<file path="config.mk">
export PLATFORM = sky130hd
export DESIGN_NAME = irq_response_unit
export DESIGN_NICKNAME = d
export VERILOG_FILES = /design/src/rtl/irq_pkg.sv /design/src/rtl/irq_nmi_edge.sv /design/src/rtl/irq_flag_ctrl.sv /design/src/rtl/irq_vector_seq.sv /design/src/rtl/irq_response_unit.sv
export SDC_FILE = /design/constraint.sdc
export NUM_CORES = 1
export LEC_CHECK = 0
export ABC_AREA = 1
export BUFFER_PORTS_ARGS = -buffer_cell sky130_fd_sc_hd__buf_2
export CORE_MARGIN = 2
export CORE_UTILIZATION = 50
export CTS_BUF_LIST = sky130_fd_sc_hd__clkbuf_4 sky130_fd_sc_hd__clkbuf_8
export CTS_CLUSTER_SIZE = 25
export DETAILED_ROUTE_END_ITERATION = 10
export PLACE_DENSITY = 0.87
export SYNTH_ARGS = -nofsm -noshare
export SYNTH_HDL_FRONTEND = slang
export SYNTH_SLANG_ARGS = --single-unit
</file>
<file path="constraint.sdc">
create_clock -name clk_i -period 2.5 [get_ports clk_i]
set_input_delay 0.625 -clock clk_i [delete_from_list [all_inputs] [get_ports clk_i]]
set_output_delay 0.625 -clock clk_i [all_outputs]
set_load 0.05 [all_outputs]
</file>
<file path="src/rtl/irq_pkg.sv">
package irq_pkg;

  typedef enum logic [1:0] {
    IM_INJECT = 2'd0,
    IM_FIXED  = 2'd1,
    IM_TABLE  = 2'd2
  } im_mode_e;

  typedef enum logic [1:0] {
    SQ_IDLE  = 2'd0,
    SQ_RD_LO = 2'd1,
    SQ_RD_HI = 2'd2,
    SQ_FIN   = 2'd3
  } seq_state_e;

  localparam logic [1:0] MODE_RESERVED = 2'd3;

endpackage

</file>
<file path="src/rtl/irq_nmi_edge.sv">
module irq_nmi_edge (
  input  logic clk_i,
  input  logic rst_ni,
  input  logic nmi_i,
  input  logic svc_i,
  output logic nmi_req_o
);

  logic nmi_d_q;
  logic pend_q;
  logic pend_n;
  logic rise;

  always_comb begin
    rise      = nmi_i & ~nmi_d_q;
    nmi_req_o = rise | pend_q;
    pend_n    = nmi_req_o & ~svc_i;
  end

  always_ff @(posedge clk_i or negedge rst_ni) begin
    if (!rst_ni) begin
      nmi_d_q <= 1'b0;
      pend_q  <= 1'b0;
    end else begin
      nmi_d_q <= nmi_i;
      pend_q  <= pend_n;
    end
  end

endmodule

</file>
<file path="src/rtl/irq_flag_ctrl.sv">
module irq_flag_ctrl
  import irq_pkg::*;
(
  input  logic       clk_i,
  input  logic       rst_ni,
  input  logic       nmi_take_i,
  input  logic       irq_take_i,
  input  logic       en_i,
  input  logic       dis_i,
  input  logic       ret_i,
  input  logic       mode_ld_i,
  input  logic [1:0] mode_val_i,
  output logic       iff1_o,
  output logic       iff2_o,
  output logic [1:0] mode_o
);

  logic       iff1_q, iff2_q, iff1_n, iff2_n;
  logic [1:0] mode_q, mode_n;
  logic       iff_en;
  logic       mode_en;

  always_comb begin
    iff1_n = iff1_q;
    iff2_n = iff2_q;
    if (nmi_take_i) begin
      iff1_n = 1'b0;
      iff2_n = iff1_q;
    end else if (irq_take_i || dis_i) begin
      iff1_n = 1'b0;
      iff2_n = 1'b0;
    end else if (en_i) begin
      iff1_n = 1'b1;
      iff2_n = 1'b1;
    end else if (ret_i) begin
      iff1_n = iff2_q;
    end
    iff_en  = nmi_take_i | irq_take_i | dis_i | en_i | ret_i;
    mode_en = mode_ld_i & (mode_val_i != MODE_RESERVED);
    mode_n  = mode_val_i;
  end

  always_ff @(posedge clk_i or negedge rst_ni) begin
    if (!rst_ni) begin
      iff1_q <= 1'b0;
      iff2_q <= 1'b0;
      mode_q <= IM_INJECT;
    end else begin
      if (iff_en) begin
        iff1_q <= iff1_n;
        iff2_q <= iff2_n;
      end
      if (mode_en) begin
        mode_q <= mode_n;
      end
    end
  end

  assign iff1_o = iff1_q;
  assign iff2_o = iff2_q;
  assign mode_o = mode_q;

endmodule

</file>
<file path="src/rtl/irq_vector_seq.sv">
module irq_vector_seq
  import irq_pkg::*;
#(
  parameter int          DW      = 8,
  parameter int unsigned NMI_VEC = 'h66,
  parameter int unsigned FIX_VEC = 'h38,
  localparam int         AW      = 2 * DW
) (
  input  logic          clk_i,
  input  logic          rst_ni,
  input  logic          nmi_take_i,
  input  logic          irq_take_i,
  input  logic [1:0]    mode_i,
  input  logic [DW-1:0] page_i,
  input  logic [DW-1:0] dev_i,
  input  logic [DW-1:0] rd_data_i,
  output logic          idle_o,
  output logic          take_o,
  output logic [AW-1:0] target_o,
  output logic          inject_o,
  output logic [DW-1:0] inject_op_o,
  output logic          push_o,
  output logic          rd_req_o,
  output logic [AW-1:0] rd_addr_o
);

  seq_state_e    state_q, state_n;
  logic [AW-1:0] tbl_q, tbl_n;
  logic [DW-1:0] lo_q, lo_n;
  logic [AW-1:0] target_q, target_n;
  logic [DW-1:0] op_q, op_n;
  logic          take_q, take_n;
  logic          inject_q, inject_n;
  logic          push_q, push_n;
  logic [AW-1:0] rst_addr;

  assign rst_addr = {{(AW-6){1'b0}}, dev_i[5:3], 3'b000};

  always_comb begin
    state_n  = state_q;
    tbl_n    = tbl_q;
    lo_n     = lo_q;
    target_n = target_q;
    op_n     = op_q;
    take_n   = 1'b0;
    inject_n = 1'b0;
    push_n   = 1'b0;
    unique case (state_q)
      SQ_IDLE: begin
        if (nmi_take_i) begin
          take_n   = 1'b1;
          push_n   = 1'b1;
          target_n = AW'(NMI_VEC);
        end else if (irq_take_i) begin
          push_n = 1'b1;
          if (mode_i == IM_TABLE) begin
            tbl_n   = {page_i, dev_i[DW-1:1], 1'b0};
            state_n = SQ_RD_LO;
          end else if (mode_i == IM_INJECT) begin
            take_n   = 1'b1;
            inject_n = 1'b1;
            op_n     = dev_i;
            target_n = rst_addr;
          end else begin
            take_n   = 1'b1;
            target_n = AW'(FIX_VEC);
          end
        end
      end
      SQ_RD_LO: state_n = SQ_RD_HI;
      SQ_RD_HI: begin
        lo_n    = rd_data_i;
        state_n = SQ_FIN;
      end
      SQ_FIN: begin
        take_n   = 1'b1;
        target_n = {rd_data_i, lo_q};
        state_n  = SQ_IDLE;
      end
      default: state_n = SQ_IDLE;
    endcase
  end

  always_ff @(posedge clk_i or negedge rst_ni) begin
    if (!rst_ni) begin
      state_q  <= SQ_IDLE;
      tbl_q    <= '0;
      lo_q     <= '0;
      target_q <= '0;
      op_q     <= '0;
      take_q   <= 1'b0;
      inject_q <= 1'b0;
      push_q   <= 1'b0;
    end else begin
      state_q  <= state_n;
      tbl_q    <= tbl_n;
      lo_q     <= lo_n;
      target_q <= target_n;
      op_q     <= op_n;
      take_q   <= take_n;
      inject_q <= inject_n;
      push_q   <= push_n;
    end
  end

  assign idle_o      = (state_q == SQ_IDLE) && !take_q;
  assign rd_req_o    = (state_q == SQ_RD_LO) || (state_q == SQ_RD_HI);
  assign rd_addr_o   = (state_q == SQ_RD_HI) ? (tbl_q | AW'(1)) : tbl_q;
  assign take_o      = take_q;
  assign target_o    = target_q;
  assign inject_o    = inject_q;
  assign inject_op_o = op_q;
  assign push_o      = push_q;

endmodule

</file>
<file path="src/rtl/irq_response_unit.sv">
module irq_response_unit #(
  parameter int          DW      = 8,
  parameter int unsigned NMI_VEC = 'h66,
  parameter int unsigned FIX_VEC = 'h38,
  localparam int         AW      = 2 * DW
) (
  input  logic          clk_i,
  input  logic          rst_ni,
  input  logic          irq_req_i,
  input  logic          nmi_i,
  input  logic          en_stb_i,
  input  logic          dis_stb_i,
  input  logic          nmi_ret_stb_i,
  input  logic          mode_ld_i,
  input  logic [1:0]    mode_val_i,
  input  logic [DW-1:0] page_i,
  input  logic [DW-1:0] dev_byte_i,
  input  logic [DW-1:0] rd_data_i,
  output logic          take_o,
  output logic [AW-1:0] target_o,
  output logic          inject_o,
  output logic [DW-1:0] inject_op_o,
  output logic          push_req_o,
  output logic          rd_req_o,
  output logic [AW-1:0] rd_addr_o,
  output logic          iff1_o,
  output logic          iff2_o,
  output logic [1:0]    mode_o
);

  logic rst_meta_q;
  logic rst_sync_q;
  logic nmi_req;
  logic idle;
  logic nmi_take;
  logic irq_take;

  always_ff @(posedge clk_i or negedge rst_ni) begin
    if (!rst_ni) begin
      rst_meta_q <= 1'b0;
      rst_sync_q <= 1'b0;
    end else begin
      rst_meta_q <= 1'b1;
      rst_sync_q <= rst_meta_q;
    end
  end

  assign nmi_take = nmi_req & idle;
  assign irq_take = irq_req_i & iff1_o & idle & ~nmi_req;

  irq_nmi_edge u_nmi (
    .clk_i     (clk_i),
    .rst_ni    (rst_sync_q),
    .nmi_i     (nmi_i),
    .svc_i     (nmi_take),
    .nmi_req_o (nmi_req)
  );

  irq_flag_ctrl u_flags (
    .clk_i      (clk_i),
    .rst_ni     (rst_sync_q),
    .nmi_take_i (nmi_take),
    .irq_take_i (irq_take),
    .en_i       (en_stb_i),
    .dis_i      (dis_stb_i),
    .ret_i      (nmi_ret_stb_i),
    .mode_ld_i  (mode_ld_i),
    .mode_val_i (mode_val_i),
    .iff1_o     (iff1_o),
    .iff2_o     (iff2_o),
    .mode_o     (mode_o)
  );

  irq_vector_seq #(
    .DW      (DW),
    .NMI_VEC (NMI_VEC),
    .FIX_VEC (FIX_VEC)
  ) u_seq (
    .clk_i       (clk_i),
    .rst_ni      (rst_sync_q),
    .nmi_take_i  (nmi_take),
    .irq_take_i  (irq_take),
    .mode_i      (mode_o),
    .page_i      (page_i),
    .dev_i       (dev_byte_i),
    .rd_data_i   (rd_data_i),
    .idle_o      (idle),
    .take_o      (take_o),
    .target_o    (target_o),
    .inject_o    (inject_o),
    .inject_op_o (inject_op_o),
    .push_o      (push_req_o),
    .rd_req_o    (rd_req_o),
    .rd_addr_o   (rd_addr_o)
  );

endmodule

</file>
---- After elaboration in Yosys (flattened, before gate mapping) ----
Cells that the tools add are included.
W data, S select, Z words.
cells by class
  eq/ne operators ......................... 10
  muxes and demuxes ....................... 29
  bitwise gates (word level) .............. 16
  reduce and logical (&&, ||, !) cells .... 15
operator list
  cell                  count
  $mux W16              3
  $pmux W16 S2          1
  $mux W1               19
  $pmux W2 S4           1
  $and A1 B1 Y1         7
  $eq A2 B2 Y1 const B  3
  $mux W2               3
  $mux W6               1
  $reduce_and A3 Y1     2
  $or A1 B1 Y1          5
  $reduce_and A5 Y1     1
  $logic_not A2 Y1      2
  $ne A2 B1 Y1 const B  2
  $ne A2 B2 Y1 const B  2
  $not A1 Y1            4
  $reduce_and A2 Y1     2
  $reduce_and A4 Y1     1
  $reduce_bool A4 Y1    1
  $ne A3 B1 Y1 const B  1
  $ne A3 B2 Y1 const B  1
  $reduce_bool A3 Y1    1
  $eq A2 B1 Y1 const B  1
  $logic_or A1 B1 Y1    2
  $pmux W1 S2           1
  other kinds (3)       3
storage, ports and cells
  flip-flop bits (word level) ............. 60
  input port bits ......................... 34
  output and inout bits ................... 48
  logic and storage cells ................. 85

---- Depth between registers and ports, before layout ----
Gate-level depths: netlist (run 1).
  depth in word-level cells ............... 10
  mapped depth ............................ 10

---- Hierarchy ----
A second synthesis (run 1) with hierarchy kept.
second synthesis, totals
  cells, all modules ...................... 302
  area, all modules ....................... 2672.6 sq um
by module, submodules not included
  module             instances  cells an instance  area an instance (sq um)
  irq_vector_seq     1          260                2333.5
  irq_flag_ctrl      1          26                 183.9
  irq_response_unit  1          9                  78.8
  irq_nmi_edge       1          7                  76.3

---- Least setup slack after synthesis (run 1) ----
No wires, ideal clock.
  kind .................................... flip-flop to flip-flop
  start ................................... register u_seq.state_q[1]
  end ..................................... register u_seq.target_q[0] (netlist: u_seq.target_o[0])
  library setup time ...................... 0.119 ns
  arrival ................................. 1.563 ns
  data required time ...................... 2.381 ns
  slack ................................... 0.818 ns
  stages on the path, launching flop included .. 7
  path through ............................ dfrtp_1 > inv_1 > ha_1 > inv_1 > clkbuf_1 > nand4_1 > nand2_1
between the ends
  cells in the longest elaborated chain, start to end .. 6
  elaborated cells on any way between the ends .. 12
  classes of those cells .................. 3 x eq/ne; 2 x mux; 3 x bitwise; 4 x reduce/logical
RTL lines
  item                         line                                         RTL
  start: declaration           irq_vector_seq.sv:27                         seq_state_e state_q, state_n;
  start signal: assignment     irq_vector_seq.sv:95                         state_q <= state_n;
  $logic_not A2 Y1             irq_vector_seq.sv:48, irq_vector_seq.sv:106
  $logic_and A1 B1 Y1          irq_vector_seq.sv:106                        assign idle_o = (state_q == SQ_IDLE) && !take_q;
  $and A1 B1 Y1 (2 in series)  irq_response_unit.sv:49                      assign irq_take = irq_req_i & iff1_o & idle & ~nmi_req;
  $ne A3 B1 Y1 (no line)       -
  $reduce_and A3 Y1 (no line)  -
  end signal: assignment       irq_vector_seq.sv:98                         target_q <= target_n;
  end: declaration             irq_vector_seq.sv:30                         logic [AW-1:0] target_q, target_n;
Parallel ways exist; a longest one is shown, timed or not.
A chain may end at the register's enable or synchronous reset.

---- Worst setup path after layout (run 1) ----
  start ................................... register u_seq.state_q[0]
  end ..................................... register u_seq.target_q[7] (netlist: u_seq.target_o[7])
The elaborated chain is that of the path after synthesis.

==> impl_metrics.py, run 1 <==
metrics = {
    "critical_path": {
        "required_ps": 2720,
        "timing.rr.end": "u_seq.target_o[7]$_DFFE_PN0P_",
        "rr_startpoint": "u_seq.state_q[0]$_DFFE_PN0P_",
        "crit_type": "reg2reg",
        "cp-end-kind": "register",
        "r2r_slack_ps": 410,
        "crit_arrival_ps": 2310,
        "cp_max_fo": 16,
        "rr_worst_depth": 9,
        "critPathLaunchType": "register",
    },
    "routing": {
        "via_per_inst": 4.72,
        "wl_per_cell_um": 12.4,
        "drtIter0Drc": 124,
        "dr.pass1.iters": 4,
        "routed-via-count": 2113,
        "drtAntennaViolNets": 0,
        "drc": 0,
        "drt_wl_total_mm": 5.58,
    },
    "layout": {
        "drive_above_1_share": 0.291,
        "post-route-util": 0.651,
        "areaGrowthSynthToFinish_pct": 27.5,
        "diodes": 0,
        "design_area_um2": 3280,
        "fin_nets": 411,
        "nFillCells": 410,
        "stdcell_count": 448,
    },
    "cts": {
        "htree_levels": 3,
        "cts.sinks": 60,
        "insertion_delay_ps": 330,
        "post_cts_buffers": 0,
        "cts_buffers": 9,
        "ctsHoldBuffers": 0,
        "cts_root_buffer": "clkbuf_8",
        "ctsResizeCount": 0,
        "cts_tree": "done",
        "clk_pin_slew_ps": 60,
        "cts_buffer_depth": 2,
    },
    "timing": {
        "setup_viol": 0,
        "finalMaxSlewViolations": 0,
        "slew_headroom": 0.586,
        "hold_slack_ps": 67.6,
        "rsz0062_at_grt": "false",
        "worst_clock_skew_ps": 7.30,
        "setup_ws_ps": 413,
        "max_freq_mhz": 479,
        "fin_setup_tns_ps": 0,
        "layout_min_cycle_time_ps": 2090,
        "fin_crit_sh": 0.835,
        "hold_viol_final": 0,
        "worst_slew_pin_slew_ps": 622,
    },
    "synthesis": {
        "ys_warn_count": 0,
        "synth_seq_cells": 60,
        "avgSynthCellArea_um2": 8.91,
        "netlist-cell-type-count": 23,
        "syn_inst": 289,
        "syn-cell-area_um2": 2570,
        "synthesis.nets": 327,
        "yosysSeqAreaShare": 0.583,
    },
    "place": {
        "portBuffers": 81,
        "dp_hpwl_mm": 4.02,
        "gp_congestion": 0.914,
        "post-place-ws_ps": 439,
        "dp_cells": 432,
        "placedInstanceArea_um2": 3040,
    },
    "grt": {
        "antenna_found_initial": 0,
        "grt_pass1_wl_mm": 9.24,
        "grt_pass1_vias": 2003,
        "gr-total-overflow": 0,
        "track_usage": 0.219,
        "grt_max_degree": 33,
    },
    "die": {
        "die_x_um": 75.8,
        "start_util": 0.511,
        "io_pins": 82,
        "dieHeight_um": 75.8,
        "num_rows": 26,
        "core_area_um2": 5040,
        "die_area_um2": 5740,
    },
    "hold_path": {
        "min_path_type": "in2async",
    },
    "power_and_ir_drop": {
        "irDropWorstVdd_mv": 0.675,
        "powerDensity_nw_per_um2": 1370,
        "finalPower_mw": 4.50,
        "leakage_nw": 1.93,
    },
    "flow_run": {
        "drv_cap": 0,
    },
    "run_status": {
        "status": "completed",
    },
}
==> worst max path at each step <==
stage | startpoint | end | slack (ps) | cells past startpoint
4_1_cts | u_seq.state_q[0]$_DFFE_PN0P_ | u_seq.target_o[7]$_DFFE_PN0P_ | 420 | 9
3_3_place_gp | nmi_i | u_seq.target_o[13]$_DFFE_PN0P_ | 520 | 8
5_1_grt | u_seq.state_q[0]$_DFFE_PN0P_ | u_seq.target_o[7]$_DFFE_PN0P_ | 150 | 9
6_report | u_seq.state_q[0]$_DFFE_PN0P_ | u_seq.target_o[7]$_DFFE_PN0P_ | 410 | 9
2_1_floorplan | rst_sync_q$_DFF_PN0_ | u_flags.iff1_o$_DFFE_PN0P_ | 710 | 0
3_5_place_dp | nmi_i | u_seq.target_o[12]$_DFFE_PN0P_ | 440 | 8
==> state kept, by name (all words and copies together), names as in the netlist <==
register           flops
u_flags.iff1_o         1
u_seq.lo_q             8
u_nmi.nmi_d_q          1
u_flags.mode_o         2
u_seq.target_o        16
u_nmi.pend_q           1
u_seq.tbl_q           15
u_seq.state_q          2
rst_meta_q             1
u_seq.inject_op_o      8
rst_sync_q             1
u_seq.take_o           1
u_seq.inject_o         1
u_flags.iff2_o         1
u_seq.push_o           1
==> power breakdown <==
group	internal [mW]	total (mW)	leakage, nW	switching, mW
Combinational	0.503	2.06	1.03	1.55
Clock	0.654	1.02	0.119	0.370
Sequential	1.27	1.42	0.782	0.155
==> area by class of cell <==
| class | count | area, µm² | share of cell area |
|---|---|---|---|
| Clock buffer | 13 | 173 | 0.0526 |
| Clock inverter | 3 | 67.6 | 0.0206 |
| Inverter | 44 | 165 | 0.0503 |
| Multi-Input combinational cell | 174 | 847 | 0.258 |
| Sequential cell | 60 | 1500 | 0.458 |
| Tap cell | 70 | 87.6 | 0.0267 |
| Timing Repair Buffer | 84 | 440 | 0.134 |
==> routing by layer <==
metal / vias to the layer above / global-route usage / share of wire
li1: 1069 / - / -
met2: 57 / 0.346 / 0.49
met3: 10 / 0.0503 / 0.048
met1: 977 / 0.285 / 0.44
met4: 0 / 0.105 / 0.019
met5: - / 0 / 0
==> cell usage after synthesis <==
cell	number	area [µm²]
nor2_2	1	6.26
nor2_4	2	22.5
buf_4	2	15.0
or2_2	1	6.26
nand2_1	91	342
clkbuf_1	4	15.0
mux2_2	3	33.8
buf_6	1	11.3
conb_1	1	3.75
nand3_1	7	35.0
a31oi_1	2	12.5
nand2_4	1	11.3
o21ai_1	17	85.1
inv_1	44	165
dfrtp_1	60	1500
nand3_4	1	17.5
a21oi_1	4	20.0
buf_2	4	20.0
nor3_1	1	5.00
nor2_1	6	22.5
ha_1	4	50.1
nand4_1	11	68.8
o21ai_0	21	105
==> kinds of logic (layout without fill, tap and decap cells) <==
kind of cell	Yosys count	count (layout)	synth area share
simple gates	122	122	0.208
mux	3	3	0.0131
other cells	1	1	0.00146
flops	60	60	0.583
buf+inv	55	144	0.0879
compound gates	44	44	0.0865
fa+ha+maj	4	4	0.0194
==> worst max-delay path, cell delays in order, from the launching register on <==
cell     delay (ps)
dfrtp_1         400
inv_1           110
ha_1            240
inv_1           110
nor2_4          150
nand2_4          90
nand3_1         380
nand3_4         270
nand2_1         160
nand2_1          60
==> cells in the final DEF (no fill, tap or decap) <==
cell type and count:
a21oi_1 4, a31oi_1 2, buf_12 1, buf_2 81
buf_4 2, bufinv_16 2, clkbuf_4 1, clkbuf_8 12
clkinvlp_4 1, conb_1 1, dfrtp_1 59, dfrtp_2 1
ha_1 4, inv_1 44, mux2_2 3, nand2_1 91
nand2_4 1, nand3_1 7, nand3_4 1, nand4_1 11
nor2_1 6, nor2_2 1, nor2_4 2, nor3_1 1
o21ai_0 21, o21ai_1 17, or2_2 1
Note: power is estimated with default switching activity, not from simulation.
==> run 2, diff against run 1 <==
- ABC_AREA: 1 -> 0
- clock period: 2.5 -> 2 ns (I/O delays scaled with it)
==> impl_metrics.py, run 2 <==
metrics = {
    "run_status": {
        "status": "completed",
    },
    "critical_path": {
        "timing.rr.end": "u_seq.target_o[5]$_DFFE_PN0P_",
        "cp_max_fo": 4,
        "crit_start": "u_seq.state_q[0]$_DFFE_PN0P_",
        "endpoint": "u_seq.target_o[5]$_DFFE_PN0P_",
        "crit_type": "reg2reg",
        "cp-end-kind": "register",
        "r2r_slack_ps": 80,
        "rr_worst_depth": 7,
        "required_ps": 2220,
        "rr_startpoint": "u_seq.state_q[0]$_DFFE_PN0P_",
        "crit_arrival_ps": 2140,
        "critPathLaunchType": "register",
    },
    "power_and_ir_drop": {
        "leakage_nw": 1.77,
        "finalPower_mw": 6.17,
        "powerDensity_nw_per_um2": 1810,
        "irDropWorstVdd_mv": 1.14,
    },
    "cts": {
        "clk_pin_slew_ps": 60,
        "htree_levels": 3,
        "cts.sinks": 60,
        "cts_buffer_depth": 2,
        "cts_buffers": 9,
        "insertion_delay_ps": 330,
        "cts_root_buffer": "clkbuf_8",
        "cts_tree": "done",
    },
    "timing": {
        "max_freq_mhz": 520,
        "fin_setup_tns_ps": 0,
        "finalMaxSlewViolations": 0,
        "setup_ws_ps": 78.1,
        "rsz0062_at_grt": "false",
        "layout_min_cycle_time_ps": 1920,
        "setup_viol": 0,
        "hold_slack_ps": 151,
        "fin_crit_sh": 0.961,
        "worst_clock_skew_ps": 7.69,
        "slew_headroom": 0.629,
        "worst_slew_pin_slew_ps": 557,
        "hold_viol_final": 0,
    },
    "routing": {
        "via_per_inst": 5.00,
        "dr.pass1.iters": 4,
        "drtAntennaViolNets": 0,
        "drt_wl_total_mm": 5.39,
        "wl_per_cell_um": 14.9,
        "routed-via-count": 1804,
        "drc": 0,
        "drtIter0Drc": 58,
    },
    "layout": {
        "final_cell_mix": "81 x buf_2, 59 x dfrtp_1, 41 x mux2_2, 14 x buf_4, 13 x nand2_1",
        "fin_nets": 329,
        "largest_register_ff_count": 16,
        "final_common_cell": "buf_2",
        "stdcell_count": 361,
        "areaGrowthSynthToFinish_pct": 34.6,
        "diodes": 0,
        "design_area_um2": 3400,
        "drive_above_1_share": 0.571,
        "post-route-util": 0.711,
    },
    "die": {
        "io_pins": 82,
        "num_rows": 25,
        "core_area_um2": 4790,
        "dieHeight_um": 75.1,
        "die_area_um2": 5640,
        "die_x_um": 75.1,
        "start_util": 0.528,
    },
    "grt": {
        "grt_max_degree": 48,
        "grt_pass1_vias": 1807,
        "track_usage": 0.200,
        "gr-total-overflow": 0,
        "grt_pass1_wl_mm": 8.20,
        "antenna_found_initial": 0,
    },
    "synthesis": {
        "avgSynthCellArea_um2": 13.7,
        "ys_async_sr_fraction": 1.00,
        "synthesis.nets": 222,
        "syn_inst": 184,
        "yosysSeqAreaShare": 0.594,
        "synth.most_common_cell": "dfrtp_1",
        "synth_edf_count": 0,
        "netlist.area_leader.share": 0.594,
        "synth_top_cell_by_area": "dfrtp_1",
        "ys.flop_type": "dfrtp_1",
        "netlist-cell-type-count": 33,
        "synthTopCellsByArea": "dfrtp_1 59%, mux2_2 18%, mux2i_1 4.4%, ha_1 2.0%, inv_1 1.9%",
        "syn-cell-area_um2": 2530,
        "synth_seq_cells": 60,
        "synth_commonest_cells": "60 x dfrtp_1, 41 x mux2_2, 13 x inv_1, 13 x nand2_1, 11 x mux2i_1",
        "ys_warn_count": 0,
    },
    "place": {
        "gp_congestion": 0.750,
        "post-place-ws_ps": -37.6,
        "placedInstanceArea_um2": 3110,
        "dp_hpwl_mm": 3.90,
        "dp_cells": 340,
        "portBuffers": 81,
    },
    "flow_run": {
        "drv_cap": 0,
    },
    "hold_path": {
        "min_path_type": "reg2async",
    },
}
## run 2: cell count changes after synthesis, moves of 7 or more
| cell | previous run | this run |
|---|---|---|
| nand4_1 | 11 | 0 |
| mux2_2 | 3 | 41 |
| o21ai_1 | 17 | 0 |
| mux2i_1 | 0 | 11 |
| inv_1 | 44 | 13 |
| nand2_1 | 91 | 13 |
| nand3_1 | 7 | 0 |
| o21ai_0 | 21 | 1 |
## run 2: final cells by class
class	instances	area, µm²
fillers	321	1390
inverters	13	48.8
multi-input cells	105	953
clock buffers	12	165
repair buffers	102	637
well taps	67	83.8
clock inverters	2	10.0
flip-flops and latches	60	1500
## run 2: cells by family after synthesis
| logic type | Yosys count | synth area share |
|---|---|---|
| simple gates | 37 | 0.0872 |
| compound gates | 11 | 0.0362 |
| mux | 52 | 0.226 |
| other cells | 1 | 0.00148 |
| flops | 60 | 0.594 |
| fa+ha+maj | 4 | 0.0198 |
| buf+inv | 19 | 0.0347 |
## run 2: critical path, cell delays in order (launching register included)
cell     delay (ps)
dfrtp_1         390
inv_2            90
ha_4            130
and4b_4         280
nand4_2         160
a31oi_4         250
buf_4           190
mux2_2          330
## run 2: metal layers
layer / wire length, µm / part of all wire / vias up / GRT usage
met5: 0 / 0 / - / 0
met4: 127 / 0.024 / 0 / 0.0992
met3: 266 / 0.049 / 11 / 0.0643
met2: 2800 / 0.52 / 49 / 0.316
met1: 2200 / 0.41 / 903 / 0.248
li1: - / - / 841 / -
## run 2: power by group
group | leakage (nW) | switching, mW | total [mW] | internal (mW)
logic | 0.903 | 2.08 | 3.34 | 1.27
registers | 0.771 | 0.222 | 1.87 | 1.64
clock network | 0.0941 | 0.428 | 0.961 | 0.532
total | 1.77 | 2.73 | 6.17 | 3.44
## run 2: worst min path at each step
stage / end / depth (start not counted) / slack [ps] / start
5_1_grt: u_seq.tbl_q[13]$_DFFE_PN0P_ / 0 / 170 / rst_sync_q$_DFF_PN0_
3_5_place_dp: u_seq.tbl_q[13]$_DFFE_PN0P_ / 0 / 150 / rst_sync_q$_DFF_PN0_
3_3_place_gp: u_seq.tbl_q[5]$_DFFE_PN0P_ / 0 / 140 / rst_sync_q$_DFF_PN0_
6_report: u_seq.tbl_q[13]$_DFFE_PN0P_ / 0 / 150 / rst_sync_q$_DFF_PN0_
2_1_floorplan: rst_meta_q$_DFF_PN0_ / 0 / 200 / rst_ni
4_1_cts: u_seq.tbl_q[13]$_DFFE_PN0P_ / 0 / 160 / rst_sync_q$_DFF_PN0_
## run 2: timing repair
action / CTS / global route
endpoints found under the hold margin: 2 / 0
resized for setup: 0 / 6
hold buffers: 1 / 0
setup buffers: 2 / 4
pin swaps: 1 / 3
setup endpoints to repair: 6 / 19
gates cloned: 0 / 1
